**src/rtl/pfc_pkg.sv**
```systemverilog
package pfc_pkg;
  localparam int unsigned TIMER_W_DEF = 16;
  typedef enum logic { SEL_TX = 1'b0, SEL_RX = 1'b1 } tmr_sel_e;
endpackage

```
**src/rtl/pfc_tx_timer.sv**
```systemverilog
module pfc_tx_timer #(
  parameter int unsigned W = 16
) (
  input  logic         clk,
  input  logic         rst_n,
  input  logic         slot_tick,
  input  logic         load_en,
  input  logic [W-1:0] load_val,
  input  logic         wr_en,
  input  logic [W-1:0] wr_val,
  input  logic         tx_idle,
  output logic [W-1:0] cnt,
  output logic         active,
  output logic         hold
);
  localparam logic [W-1:0] ZERO = '0;
  localparam logic [W-1:0] ONE  = W'(1);

  logic armed;

  assign active = (cnt != ZERO);
  assign hold   = active & (armed | tx_idle);

  always_ff @(posedge clk or negedge rst_n) begin
    if (!rst_n) begin
      cnt <= ZERO;
    end else if (wr_en) begin
      cnt <= wr_val;
    end else if (load_en) begin
      cnt <= load_val;
    end else if (slot_tick && active) begin
      cnt <= cnt - ONE;
    end
  end

  // A frame in flight finishes; the hold latches at the first idle point.
  always_ff @(posedge clk or negedge rst_n) begin
    if (!rst_n) armed <= 1'b0;
    else        armed <= active & (armed | tx_idle);
  end
endmodule

```
**src/rtl/pfc_rx_timer.sv**
```systemverilog
module pfc_rx_timer #(
  parameter int unsigned   W      = 16,
  parameter logic [W-1:0]  RELOAD = 16'hFF00
) (
  input  logic         clk,
  input  logic         rst_n,
  input  logic         slot_tick,
  input  logic         trig_eff,
  input  logic         wr_en,
  input  logic [W-1:0] wr_val,
  input  logic         req_ready,
  output logic [W-1:0] cnt,
  output logic         req_valid
);
  localparam logic [W-1:0] ZERO = '0;
  localparam logic [W-1:0] ONE  = W'(1);

  logic hs;
  assign hs = req_valid & req_ready;

  always_ff @(posedge clk or negedge rst_n) begin
    if (!rst_n) begin
      req_valid <= 1'b0;
    end else if (hs) begin
      req_valid <= 1'b0;
    end else if (trig_eff && cnt == ZERO) begin
      req_valid <= 1'b1;
    end
  end

  always_ff @(posedge clk or negedge rst_n) begin
    if (!rst_n) begin
      cnt <= ZERO;
    end else if (wr_en) begin
      cnt <= wr_val;
    end else if (!trig_eff) begin
      cnt <= ZERO;
    end else if (hs) begin
      cnt <= RELOAD;
    end else if (slot_tick && cnt != ZERO) begin
      cnt <= cnt - ONE;
    end
  end
endmodule

```
**src/rtl/pause_flow_ctl.sv**
```systemverilog
module pause_flow_ctl
  import pfc_pkg::*;
#(
  parameter int unsigned         TIMER_W    = TIMER_W_DEF,
  parameter logic [TIMER_W-1:0]  RX_RELOAD  = 16'hFF00,
  parameter logic [TIMER_W-1:0]  PAUSE_TIME = 16'hFFFF
) (
  input  logic               clk,
  input  logic               rst_n,
  input  logic               slot_tick,
  input  logic               full_duplex,
  input  logic               tx_flow_en,
  input  logic               rx_flow_en,
  input  logic               rx_pause_valid,
  input  logic [TIMER_W-1:0] rx_pause_quanta,
  input  logic               cong_trig,
  input  logic               tx_idle,
  input  logic               test_mode,
  input  logic               tst_wr_en,
  input  logic               tst_wr_sel,
  input  logic [TIMER_W-1:0] tst_wr_data,
  input  logic               pause_req_ready,
  output logic               pause_req_valid,
  output logic [TIMER_W-1:0] pause_req_time,
  output logic               tx_hold,
  output logic               coll_force,
  output logic               tx_flow_active,
  output logic               rx_flow_active
);
  logic               pause_take;
  logic               wr_tx, wr_rx;
  logic               rx_eff;
  logic [TIMER_W-1:0] tx_cnt, rx_cnt;

  assign pause_take = rx_pause_valid & full_duplex & tx_flow_en;
  assign wr_tx      = test_mode & tst_wr_en & (tmr_sel_e'(tst_wr_sel) == SEL_TX);
  assign wr_rx      = test_mode & tst_wr_en & (tmr_sel_e'(tst_wr_sel) == SEL_RX);
  assign rx_eff     = full_duplex & rx_flow_en & cong_trig;

  assign coll_force     = ~full_duplex & rx_flow_en & cong_trig;
  assign rx_flow_active = rx_flow_en & cong_trig;
  assign pause_req_time = PAUSE_TIME;

  pfc_tx_timer #(.W(TIMER_W)) u_tx (
    .clk      (clk),
    .rst_n    (rst_n),
    .slot_tick(slot_tick),
    .load_en  (pause_take),
    .load_val (rx_pause_quanta),
    .wr_en    (wr_tx),
    .wr_val   (tst_wr_data),
    .tx_idle  (tx_idle),
    .cnt      (tx_cnt),
    .active   (tx_flow_active),
    .hold     (tx_hold)
  );

  pfc_rx_timer #(.W(TIMER_W), .RELOAD(RX_RELOAD)) u_rx (
    .clk      (clk),
    .rst_n    (rst_n),
    .slot_tick(slot_tick),
    .trig_eff (rx_eff),
    .wr_en    (wr_rx),
    .wr_val   (tst_wr_data),
    .req_ready(pause_req_ready),
    .cnt      (rx_cnt),
    .req_valid(pause_req_valid)
  );
endmodule

```
**config.mk**
```make
export PLATFORM = sky130hd
export DESIGN_NAME = pause_flow_ctl
export DESIGN_NICKNAME = d
export VERILOG_FILES = /design/src/rtl/pfc_pkg.sv /design/src/rtl/pfc_tx_timer.sv /design/src/rtl/pfc_rx_timer.sv /design/src/rtl/pause_flow_ctl.sv
export SDC_FILE = /design/constraint.sdc
export NUM_CORES = 1
export LEC_CHECK = 0
export BUFFER_PORTS_ARGS = -buffer_cell sky130_fd_sc_hd__clkbuf_2
export CORE_MARGIN = 3
export CORE_UTILIZATION = 36
export CTS_CLUSTER_SIZE = 24
export DETAILED_ROUTE_END_ITERATION = 7
export HOLD_SLACK_MARGIN = 0.1
export PLACE_DENSITY = 0.58
export SLEW_MARGIN = 30
export SYNTH_ARGS = -nofsm -noshare
export SYNTH_HDL_FRONTEND = slang
export SYNTH_SLANG_ARGS = --single-unit
```
**constraint.sdc**
```tcl
create_clock -name clk -period 3.3 [get_ports clk]
set_clock_uncertainty 0.05 [all_clocks]
set_input_delay 0.66 -clock clk [delete_from_list [all_inputs] [get_ports clk]]
set_output_delay 0.66 -clock clk [all_outputs]
set_load 0.1 [all_outputs]
```
; ---- Word-level counts from Yosys, hierarchy flattened
; Cells that the tools add are included.
[classes]
n_addsub = 2
eq_ne = 1
muxes = 9
bitwise_logic = 15
n_reduce_logical = 8
[ops]
columns = op, n
row1 = $mux 16, 7
row2 = $reduce_bool 16->1, 2
row3 = $sub 16x1->16 const B, 2
row4 = $logic_not 16->1, 1
row5 = $and 1x1->1, 12
row6 = $ne 4x4->1 const B, 1
row7 = $logic_and 1x1->1, 3
row8 = $reduce_bool 3->1, 1
row9 = $mux 1, 2
row10 = $not 1->1, 2
row11 = $reduce_bool 2->1, 1
row12 = $or 1x1->1, 1
[word_totals]
ff_bits = 34
input_bits = 45
out_inout_bits = 21
wordCells = 39

; ---- Depth between registers and ports, before layout
[logic_depth]
word_depth = 6
depth_mapped = 9
mapped_depth_nobuf = 7

; ---- Modules after synthesis
; A second synthesis with hierarchy kept.
[unflattened]
cells_unflattened = 311
hier_area_um2 = 2661.3
[by_module_without_submodules]
columns = module, instances, cells_each, area_per_inst_um2, seq_area_each_um2
row1 = pfc_tx_timer, 1, 143, 1267.5, 425.4
row2 = pfc_rx_timer, 1, 145, 1224.9, 425.4
row3 = pause_flow_ctl, 1, 23, 168.9, 0.0

; ---- Worst setup path after synthesis
; OpenSTA, ideal clock, no wires.
[synth_timing]
path_kind = input port to output port
startpoint = input cong_trig
endpoint = output coll_force
arrival_time_ns = 2.864
t_required_ns = 2.590
path_slack_ns = -0.274
stages = 2
path_buffers = 0
cell_sequence = and2_1 nor2b_1
[synth_via]
elab_chain_len = 1
[synth_rtl]
columns = item, line
row1 = start: declaration, pause_flow_ctl.sv:16  ; input logic cong_trig,
row2 = $and 1x1->1, pause_flow_ctl.sv:40  ; assign coll_force = ~full_duplex & rx_flow_en & cong_trig;
row3 = end: declaration, pause_flow_ctl.sv:26  ; output logic coll_force,
; No other way between the ends.

; ---- Final worst setup path
[layout_timing]
startpoint = register u_tx.cnt[11]
endpoint = output tx_hold
[layout_via]
elab_chain_len = 2
[layout_rtl]
columns = item, line
row1 = start: declaration, pfc_tx_timer.sv:12  ; output logic [W-1:0] cnt,
row2 = start signal: assignment, pfc_tx_timer.sv:28  ; cnt <= wr_val;
row3 = start signal: assignment, pfc_tx_timer.sv:30  ; cnt <= load_val;
row4 = start signal: assignment, pfc_tx_timer.sv:32  ; cnt <= cnt - ONE;
row5 = $reduce_bool 16->1, pfc_tx_timer.sv:21  ; assign active = (cnt != ZERO);
row6 = $and 1x1->1, pfc_tx_timer.sv:22  ; assign hold = active & (armed | tx_idle);
row7 = end: declaration, pause_flow_ctl.sv:25  ; output logic tx_hold,
; No other way between the ends.

==> results.toml <==
[outcome]
status = "completed"

[sta]
min_period_over_period = 0.972
fin_ws_ps = 93.4
relSlewSlack = 0.451
rsz0062_at_grt = "no"
worstMarginPinSlew_ps = 823
period_needed_ps = 3210
setup_viol = 0
max_freq_mhz = 312
finalHoldViolCount = 0
tns_ps = 0
finalMaxSlewViolations = 0

[run]
maxCapViolCount = 0

[cts]
cts-root-buf = "clkbuf_8"
clk_latency_ps = 290
cts_resized = 1
cts_buffer_depth = 2
cts_tree = "done"
ctsHoldBuffers = 0
clk_pin_slew_ps = 70
htree_levels = 2
post_cts_buffers = 0
cts_made_buffers = 5
clock-sinks = 34

[global_routing]
grt_pass1_wl_mm = 13.0
overflow = 0
first_global_vias = 2511
antenna_found_initial = 0
grt_usage = 0.193
grt_max_degree = 35

[floorplan]
start_util = 0.382
dieArea_um2 = 8490
ios = 66
placementRows = 30
die_x_um = 92.1
die_h_um = 92.1
coreArea_um2 = 6980

[placement]
place_congestion = 0.892
io_buffers = 49
dp_cells = 463
dpl.hpwl_mm = 6.00
dp_slack_ps = 233

[pwr]
vdd_drop_max_uv = 282
power-per-cell-area_nw_per_um2 = 493
leakagePower_uw = 0.00133

[worst_setup_path]
cp_slowest_cell = "or4_4"
critical_path.max_fanout = 5
cp-start-kind = "flop"
end_kind = "primary output"
cpPeakStageDelay_ps = 570
critPathTopFamily = "simple AND/OR/NAND/NOR gates"
worst-path-buf-inv = 1
crit_top_cell = "or4_4"
crit_type = "reg -> out"
cp_cell_sequence = "or4_4, or4_4, or3_4, o21a_1, buf_6"
crit_arrival_ps = 2500
critPathRequiredTime_ps = 2590

[finish]
nFillCells = 724
areaGrowthSynthToFinish_pct = 14.3
final_common_cell = "clkbuf_2"
n_antenna_cell = 0
fin_nets = 422
final_util = 0.437
drive_gt1_frac = 0.201
stdcell_count = 470
final_cell_mix = "46 x clkbuf_2, 35 x nand2_1, 34 x dfrtp_1"

[route]
viasPerCell = 5.80
drc_errors = 0
wl_met2_mm = 3.36
antenna_left = 0
wl_per_cell_um = 17.1
num_vias = 2728
drt-pass1-iter-count = 5
dr.first_iter.drc_count = 348
routed_wl_mm = 8.03
met3_length_um = 642
m1WireLength_mm = 3.93
top_layer_used = "met4"

[synth]
syn_area_per_cell_um2 = 8.19
synthFlopType = "dfrtp_1"
async_reset_ff_frac = 1.00
syn-cell-area_um2 = 2670
seq_area_frac_synth = 0.319
netlist-cell-type-count = 67
synth-edff-count = 0
synth_warnings = 0
synth-seq-cells = 34
syn_inst = 326

[worst_hold_path]
hold_path.class = "in -> async"
kinds of logic after synthesis:
group | share of synthesized area
mux | 0.0150
flops | 0.319
compound gates | 0.266
simple gates | 0.298
other cells | 0.00140
fa+ha+maj | 0.0141
xor+xnor | 0.0164
buf+inv | 0.0708
per-layer routing:
layer | GRT usage | vias to the layer above
met5 | 0 | -
met4 | 0.0483 | 0
met3 | 0.0377 | 10
met2 | 0.269 | 136
met1 | 0.300 | 1276
li1 | - | 1306
final timing paths:
path	from	slack, ps	cells past startpoint	to
max	u_tx.cnt[11]	90	5	tx_hold
max reg2reg	u_tx.cnt[0]	860	7	u_tx.cnt[9]
max in group asynchronous	rst_n	2260	1	u_tx.cnt[8]
min in group clk	u_tx.armed	450	1	u_tx.armed
min reg2reg	u_tx.armed	450	1	u_tx.armed
min	rst_n	410	1	u_tx.cnt[1]
where the power goes:
part,internal (uW),switching (uW),leakage [uW],total [uW]
logic,224,389,0.000858,614
clock network,146,158,0.0000383,303
registers,488,101,0.000430,589
synth_stat cells, types with 4 or more instances:
library cell	n	area (um^2)
a211oi_1	4	30.0
a21oi_1	30	150
a22oi_1	4	30.0
a31oi_1	7	43.8
and2_1	5	31.3
and3_1	7	43.8
buf_4	16	120
clkbuf_1	12	45.0
dfrtp_1	34	851
inv_1	5	18.8
mux2i_1	4	40.0
nand2_1	35	131
nand3_1	17	85.1
nand4_1	5	31.3
nor2_1	27	101
nor3_1	10	50.1
nor4_1	9	56.3
o21ai_0	5	25.0
o21ai_1	13	65.1
o31ai_1	4	30.0
or3_1	4	25.0
xnor2_1	4	35.0
through the flow:
stage          hold WS (ps)  power [uW]  cell area, um^2
6_report                410        1510             3050
5_1_grt                 476        1600             3050
4_1_cts                 434        1510             3050
3_5_place_dp            419        1200             2970
3_3_place_gp            419        1190             2970
2_1_floorplan           314        1050             2730
final cells by class:
type | instances | area (um^2) | area share
Tap cell | 96 | 120 | 0.0394
Sequential cell | 34 | 851 | 0.279
Inverter | 5 | 18.8 | 0.00615
Clock buffer | 7 | 76.3 | 0.0250
Timing Repair Buffer | 55 | 297 | 0.0972
Multi-Input combinational cell | 273 | 1690 | 0.554
sequential cells by signal (all words and copies together) (netlist names):
register,count
u_tx.cnt,16
u_tx.armed,1
u_rx.req_valid,1
u_rx.cnt,16
worst register-to-register path: cells and delay by family, from the launching register on:
family | cells | cell delay, ps
AND/OR/NAND/NOR | 3 | 890
buffers and inverters | 1 | 120
AO/OA/AOI/OAI | 2 | 630
flip-flops | 1 | 430
adder cells (fa/ha/maj) | 1 | 200
Note: power is estimated with default switching activity, not from simulation.
